[config.mk]
export PLATFORM = sky130hd
export DESIGN_NAME = dual_sinc1_decim
export DESIGN_NICKNAME = d
export VERILOG_FILES = /design/src/rtl/sinc1_pkg.sv /design/src/rtl/sinc1_window_timer.sv /design/src/rtl/sinc1_accum.sv /design/src/rtl/sinc1_code_map.sv /design/src/rtl/dual_sinc1_decim.sv
export SDC_FILE = /design/constraint.sdc
export NUM_CORES = 1
export LEC_CHECK = 0
export BUFFER_PORTS_ARGS = -buffer_cell sky130_fd_sc_hd__buf_4
export CORE_MARGIN = 10
export CORE_UTILIZATION = 35
export CTS_CLUSTER_DIAMETER = 60
export DETAILED_ROUTE_END_ITERATION = 10
export HOLD_SLACK_MARGIN = 0.15
export MAX_ROUTING_LAYER = met4
export SLEW_MARGIN = 40
export SYNTH_ARGS = -nofsm -noshare
export SYNTH_HDL_FRONTEND = slang
export SYNTH_SLANG_ARGS = --single-unit
export TNS_END_PERCENT = 50
[constraint.sdc]
create_clock -name clk -period 7.8 [get_ports clk]
set_clock_uncertainty 0.1 [all_clocks]
set_input_delay 0.39 -clock clk [delete_from_list [all_inputs] [get_ports clk]]
set_output_delay 0.39 -clock clk [all_outputs]
set_load 0.01 [all_outputs]
[src/rtl/sinc1_pkg.sv]
// Package: shared types for the dual-channel boxcar decimator.
// Assumes: nothing; holds only the sequencing state type.
package sinc1_pkg;

    typedef enum logic {
        CONV_IDLE = 1'b0,
        CONV_RUN  = 1'b1
    } conv_state_e;

endpackage

[src/rtl/sinc1_window_timer.sv]
// Window timer: counts accepted modulator samples and closes the window
// after exactly 2**WIN_LOG2 of them.
// Assumes: start_conv is a one-cycle pulse; a start while running restarts
// the window; the sample offered in the start cycle is not accepted.
module sinc1_window_timer
    import sinc1_pkg::*;
#(
    parameter int WIN_LOG2 = 10
) (
    input  logic clk,
    input  logic rst_n,
    input  logic start_conv,
    input  logic sample_en,
    output logic busy,
    output logic accept,
    output logic clear,
    output logic win_end
);

    localparam int          CW       = (WIN_LOG2 < 1) ? 1 : WIN_LOG2;
    localparam logic [CW-1:0] LAST_IDX = CW'((1 << WIN_LOG2) - 1);

    conv_state_e   state_q;
    logic [CW-1:0] idx_q;

    // Decode state into the handshake and accumulator controls.
    always_comb begin
        busy   = (state_q == CONV_RUN);
        clear  = start_conv;
        accept = busy && sample_en && !start_conv;
    end

    // Sequence: start, count accepted samples, flag the window end.
    always_ff @(posedge clk) begin
        if (!rst_n) begin
            state_q <= CONV_IDLE;
            idx_q   <= '0;
            win_end <= 1'b0;
        end else begin
            win_end <= 1'b0;
            if (start_conv) begin
                state_q <= CONV_RUN;
                idx_q   <= '0;
            end else if (accept) begin
                if (idx_q == LAST_IDX) begin
                    state_q <= CONV_IDLE;
                    idx_q   <= '0;
                    win_end <= 1'b1;
                end else begin
                    idx_q <= idx_q + 1'b1;
                end
            end
        end
    end

    // the window-end flag is raised only after the run has stopped.
    assert_end_leaves_idle_R8: assert property (@(posedge clk) disable iff (!rst_n)
        win_end |-> !busy);

    // a run is entered only from a start request.
    assert_run_needs_start_R10: assert property (@(posedge clk) disable iff (!rst_n)
        $rose(busy) |-> $past(start_conv));

    // the sample index moves only on an accepted sample or a start.
    assert_index_gated_R6: assert property (@(posedge clk) disable iff (!rst_n)
        (!sample_en && !start_conv) |=> $stable(idx_q));

endmodule

[src/rtl/sinc1_accum.sv]
// Boxcar accumulator: counts the ones on one modulator stream within the
// current window.
// Assumes: clear and accept come from the window timer, never both high;
// at most 2**WIN_LOG2 accepts occur between clears.
module sinc1_accum #(
    parameter int WIN_LOG2 = 10
) (
    input  logic              clk,
    input  logic              rst_n,
    input  logic              clear,
    input  logic              accept,
    input  logic              mod_bit,
    output logic [WIN_LOG2:0] ones
);

    localparam logic [WIN_LOG2:0] WIN_LEN = (WIN_LOG2+1)'(1 << WIN_LOG2);

    // Integrate accepted ones; restart at zero on clear.
    always_ff @(posedge clk) begin
        if (!rst_n) begin
            ones <= '0;
        end else if (clear) begin
            ones <= '0;
        end else if (accept && mod_bit) begin
            ones <= ones + 1'b1;
        end
    end

    // a count never exceeds the window length.
    assert_count_within_window_R1: assert property (@(posedge clk) disable iff (!rst_n)
        ones <= WIN_LEN);

    // a clear always leaves the count at zero.
    assert_clear_zeroes_R7: assert property (@(posedge clk) disable iff (!rst_n)
        clear |=> (ones == '0));

endmodule

[src/rtl/sinc1_code_map.sv]
// Code mapper: subtracts the two boxcar counts, scales the difference to
// the output code, adds the mid-scale bias, saturates, and holds the result.
// Assumes: the counts are final in the cycle win_end is high.
module sinc1_code_map #(
    parameter int WIN_LOG2 = 10,
    parameter int OUT_W    = 16
) (
    input  logic              clk,
    input  logic              rst_n,
    input  logic              win_end,
    input  logic [WIN_LOG2:0] cnt_pos,
    input  logic [WIN_LOG2:0] cnt_neg,
    output logic              done,
    output logic [OUT_W-1:0]  code
);

    localparam int CW = WIN_LOG2 + 1;
    localparam int SW = ((OUT_W > WIN_LOG2) ? OUT_W : WIN_LOG2) + 3;
    localparam logic signed [SW-1:0] BIAS     = SW'(1 << (OUT_W - 1));
    localparam logic signed [SW-1:0] CODE_MAX = SW'((1 << OUT_W) - 1);
    localparam logic [OUT_W-1:0]     MID_CODE = OUT_W'(1 << (OUT_W - 1));

    logic signed [CW:0]      diff;
    logic signed [SW-1:0]    diff_ext;
    logic signed [SW-1:0]    scaled;
    logic signed [SW-1:0]    biased;
    logic        [OUT_W-1:0] code_next;

    // Signed difference of the two counts, widened for scaling.
    always_comb begin
        diff     = $signed({1'b0, cnt_pos}) - $signed({1'b0, cnt_neg});
        diff_ext = {{(SW - CW - 1){diff[CW]}}, diff};
    end

    // Scale by the ratio of code span to window length (a pure shift).
    generate
        if (WIN_LOG2 <= OUT_W) begin : g_scale_up
            assign scaled = diff_ext <<< (OUT_W - WIN_LOG2);
        end else begin : g_scale_down
            assign scaled = diff_ext >>> (WIN_LOG2 - OUT_W);
        end
    endgenerate

    // Bias to offset binary and saturate at both ends.
    always_comb begin
        biased = scaled + BIAS;
        if (biased < 0) begin
            code_next = '0;
        end else if (biased > CODE_MAX) begin
            code_next = '1;
        end else begin
            code_next = biased[OUT_W-1:0];
        end
    end

    // Capture the result on window end and raise done for one cycle.
    always_ff @(posedge clk) begin
        if (!rst_n) begin
            done <= 1'b0;
            code <= MID_CODE;
        end else begin
            done <= win_end;
            if (win_end) begin
                code <= code_next;
            end
        end
    end

    // done is a single-cycle pulse.
    assert_done_single_R8: assert property (@(posedge clk) disable iff (!rst_n)
        done |=> !done);

    // the held code moves only when done reports it.
    assert_code_held_R9: assert property (@(posedge clk) disable iff (!rst_n)
        !done |-> $stable(code));

    // a positive-over-full-scale difference reports the top code.
    assert_clamp_high_R3: assert property (@(posedge clk) disable iff (!rst_n)
        (win_end && (scaled >= BIAS)) |=> (code == '1));

    // a negative-over-full-scale difference reports code zero.
    assert_clamp_low_R4: assert property (@(posedge clk) disable iff (!rst_n)
        (win_end && (scaled <= -BIAS)) |=> (code == '0));

endmodule

[src/rtl/dual_sinc1_decim.sv]
// Top: dual-channel boxcar decimator. Two modulator streams are counted
// over one shared window; the difference becomes an offset-binary code.
// Assumes: both modulators are sampled on the same sample_en strobe; the
// controller waits for done (or restarts) before expecting a new result.
module dual_sinc1_decim #(
    parameter int WIN_LOG2 = 10,
    parameter int OUT_W    = 16
) (
    input  logic             clk,
    input  logic             rst_n,
    input  logic             start_conv,
    input  logic             sample_en,
    input  logic             bit_pos,
    input  logic             bit_neg,
    output logic             busy,
    output logic             done,
    output logic [OUT_W-1:0] code
);

    localparam int NCH = 2;

    logic              accept;
    logic              clear;
    logic              win_end;
    logic [NCH-1:0]    ch_bit;
    logic [WIN_LOG2:0] ch_cnt [NCH];

    assign ch_bit = {bit_neg, bit_pos};

    sinc1_window_timer #(
        .WIN_LOG2 (WIN_LOG2)
    ) i_timer (
        .clk        (clk),
        .rst_n      (rst_n),
        .start_conv (start_conv),
        .sample_en  (sample_en),
        .busy       (busy),
        .accept     (accept),
        .clear      (clear),
        .win_end    (win_end)
    );

    generate
        for (genvar ch = 0; ch < NCH; ch++) begin : g_chan
            sinc1_accum #(
                .WIN_LOG2 (WIN_LOG2)
            ) i_accum (
                .clk     (clk),
                .rst_n   (rst_n),
                .clear   (clear),
                .accept  (accept),
                .mod_bit (ch_bit[ch]),
                .ones    (ch_cnt[ch])
            );
        end
    endgenerate

    sinc1_code_map #(
        .WIN_LOG2 (WIN_LOG2),
        .OUT_W    (OUT_W)
    ) i_map (
        .clk     (clk),
        .rst_n   (rst_n),
        .win_end (win_end),
        .cnt_pos (ch_cnt[0]),
        .cnt_neg (ch_cnt[1]),
        .done    (done),
        .code    (code)
    );

    // the sign bit follows the comparison of the final counts.
    assert_sign_bit_R5: assert property (@(posedge clk) disable iff (!rst_n)
        done |-> (code[OUT_W-1] == ($past(ch_cnt[0]) >= $past(ch_cnt[1]))));

    // done never appears while a window is still running.
    assert_done_after_run_R8: assert property (@(posedge clk) disable iff (!rst_n)
        done |-> $past(!busy));

endmodule

==> results_dict.tcl <==
set metrics [dict create \
    port_buffers 23 \
    grt_first_pass_wirelength_mm 8.66 \
    place_hpwl_mm 3.88 \
    yosysSeqAreaShare_pct 35.9 \
    place_congestion 0.795 \
    synth_top_area_cell "dfxtp_1" \
    rsz0062_at_grt "no" \
    power_frac_clock_pct 38.4 \
    setup_viol 0 \
    p_int_uw 314 \
    cts.clk_slew.worst_paths_ns 0.09 \
    power.total_uw 405 \
    via_per_inst 4.67 \
    drc 0 \
    post_dp_cell_area_um2 2790 \
    ys.flop_type "dfxtp_1" \
    period_needed_ns 3.57 \
    area_delta_synth_final_pct 12.4 \
    drt-initial-drc-count 55 \
    maxCapViolations 0 \
    num_antenna_cells 0 \
    die_x_um 106 \
    clock_path_buffers 2 \
    drive_above_1_share_pct 13.3 \
    synth_common_cells "46 x dfxtp_1, 42 x nor2_1, 40 x nand2_1, 18 x xor2_1" \
    hold_viol_final 0 \
    ff_latch_area_um2 921 \
    p_per_area_nw_per_um2 140 \
    grt_overflow 0 \
    switchingPower_uw 90.9 \
    cp.arrival_ns 3.65 \
    ys_top_cells_by_area "dfxtp_1 36%, ha_1 7.8%, nor2_1 6.1%" \
    synthCells 305 \
    hold_class "in -> reg" \
    nets 345 \
    crit_type "reg -> reg" \
    cp_max_fo 10 \
    core-area_um2 7180 \
    synth_warnings 0 \
    ant_nets 0 \
    critPathRequiredTime_ns 7.88 \
    ys_async_sr_fraction_pct 0 \
    slew_violations 0 \
    synth_edf_count 0 \
    start_util_pct 35.7 \
    routed_wl_mm 4.98 \
    holdWs_ns 0.213 \
    fin_crit_sh_pct 45.8 \
    p_leak_uw 0.00117 \
    tightest_slew_ns 0.558 \
    grt_pass1_vias 1871 \
    synth_fp_nets 328 \
    synth_area_per_cell_um2 8.41 \
    crit_path_end_kind "flop" \
    cts_made_buffers 5 \
    ys_seq_elements 46 \
    power.share.switching_pct 22.5 \
    cts_setup_buffers 0 \
    num_rows 31 \
    dr_total_vias 1970 \
    synth_most_common_cell "dfxtp_1" \
    cts-resized-gates 0 \
    fin_cells 422 \
    p_seq_share_pct 58.3 \
    cts-root-buf "clkbuf_8" \
    p_comb_share_pct 3.4 \
    die_area_um2 11200 \
    yosysUniqueCellTypes 44 \
    antenna_found_initial 0 \
    clock_latency_ns 0.30 \
    grtUsageTotal_pct 9.43 \
    netlist_area_um2 2560 \
    die_height_um 106 \
    design_area_um2 2880 \
    ios 24 \
    routedWlPerCell_um 11.8 \
    ir_worst_vdd_mv 0.0494 \
    yosysTopAreaCellShare_pct 35.9 \
    htree_num_levels 2 \
    cp-start-kind "flop" \
    fin_tns_setup_ns 0 \
    first_pass_iters 4 \
    status "finished, final reports clean" \
    grt_start_max_net_pins 27 \
    nFillCells 730 \
    placed_cells 414 \
    cts_num_sinks 46 \
    relSlewSlack_pct 62.7 \
    multi_input_comb_area_um2 1520 \
    ctsHoldBuffers 0 \
    cts_tree "built" \
    fmax_mhz 280 \
]
area by class of cell:
type                            instances  area share, %
Clock buffer                            7           2.99
Clock inverter                          1          0.304
Inverter                               15           1.95
Multi-Input combinational cell        231           52.5
Sequential cell                        46           31.9
Tap cell                               99           4.30
Timing Repair Buffer                   23           5.99
cells by family (layout without fill, tap and decap cells):
logic type,count (synthesis),in the layout,synth area share (%)
buffers and inverters,28,46,5.12
adders and majority gates,17,17,8.59
xor gates and xnor gates,30,30,10.2
DFF,46,46,35.9
and+or+nand+nor,124,124,23.1
muxes,3,3,1.17
AOI/OAI and AO/OA,57,57,15.9
registers in the layout, summed over array words and instances, names as in the netlist:
register             cells
i_timer.busy             1
i_map.code              11
i_timer.idx_q           10
i_map.done               1
g_chan.i_accum.ones     22
i_timer.win_end          1
per-layer routing:
metal  wire length, um  track usage (%)  vias up
li1                  -                -     1048
met1              2400             11.2      891
met2              2300             15.2       23
met3               182             2.13        8
met4                89             3.77        0
met5                 0                -        -
power by group through the flow:
stage | Clock [uW] | Combinational, uW | Sequential (uW)
2_1_floorplan | 0 | 9.19 | 241
3_3_place_gp | 0 | 13.5 | 241
3_5_place_dp | 0 | 13.8 | 241
4_1_cts | 161 | 13.9 | 236
5_1_grt | 169 | 15.2 | 236
6_report | 155 | 13.6 | 236
critical path, cell delays in order, from the launching register on:
cell and delay, ns:
dfxtp_1 0.38, inv_1 0.07, ha_1 0.20, fa_1 0.40
nand2b_1 0.19, a21oi_2 0.17, o21ai_1 0.10, a211oi_2 0.35
ha_1 0.32, nor3b_1 0.23, a32oi_1 0.14, ha_1 0.47
nand2_1 0.09, mux2i_1 0.18, o31ai_2 0.07
through the flow:
step | util (%) | setup slack, ns
finish | 40.2 | 4.23
detailed placement | 38.9 | 4.31
global route | 40.2 | 3.91
floorplan | - | 4.44
CTS | 40.2 | 4.27
global placement | 38.8 | 4.41
path summary, 6_finish.rpt:
kind	start	endpoint	slack [ns]	cells after the start
setup / recovery	g_chan[0].i_accum.ones[0]	i_map.code[14]	4.23	14
hold / removal	rst_n	i_map.code[15]	0.21	2
setup reg to reg	g_chan[0].i_accum.ones[0]	i_map.code[14]	4.23	14
hold reg to reg	i_map.code[6]	i_map.code[6]	0.36	2
cell usage in the layout, fill, tap and decap left out, drive strengths merged, types with 2 or more instances in the layout:
master / netlist / routed
a211oi: 3 / 3
a21o: 11 / 11
a21oi: 16 / 16
and2: 4 / 4
and3: 4 / 4
buf: 9 / 23
clkbuf: 4 / 7
dfxtp: 46 / 46
ha: 16 / 16
inv: 15 / 16
mux2i: 3 / 3
nand2: 40 / 40
nand2b: 8 / 8
nand3: 6 / 6
nand4: 7 / 7
nor2: 42 / 42
nor2b: 2 / 2
nor3: 2 / 2
o211a: 2 / 2
o211ai: 2 / 2
o21ai: 17 / 17
or3: 4 / 4
xnor2: 12 / 12
xor2: 18 / 18
No activity file was read; power rests on OpenSTA's default activity.
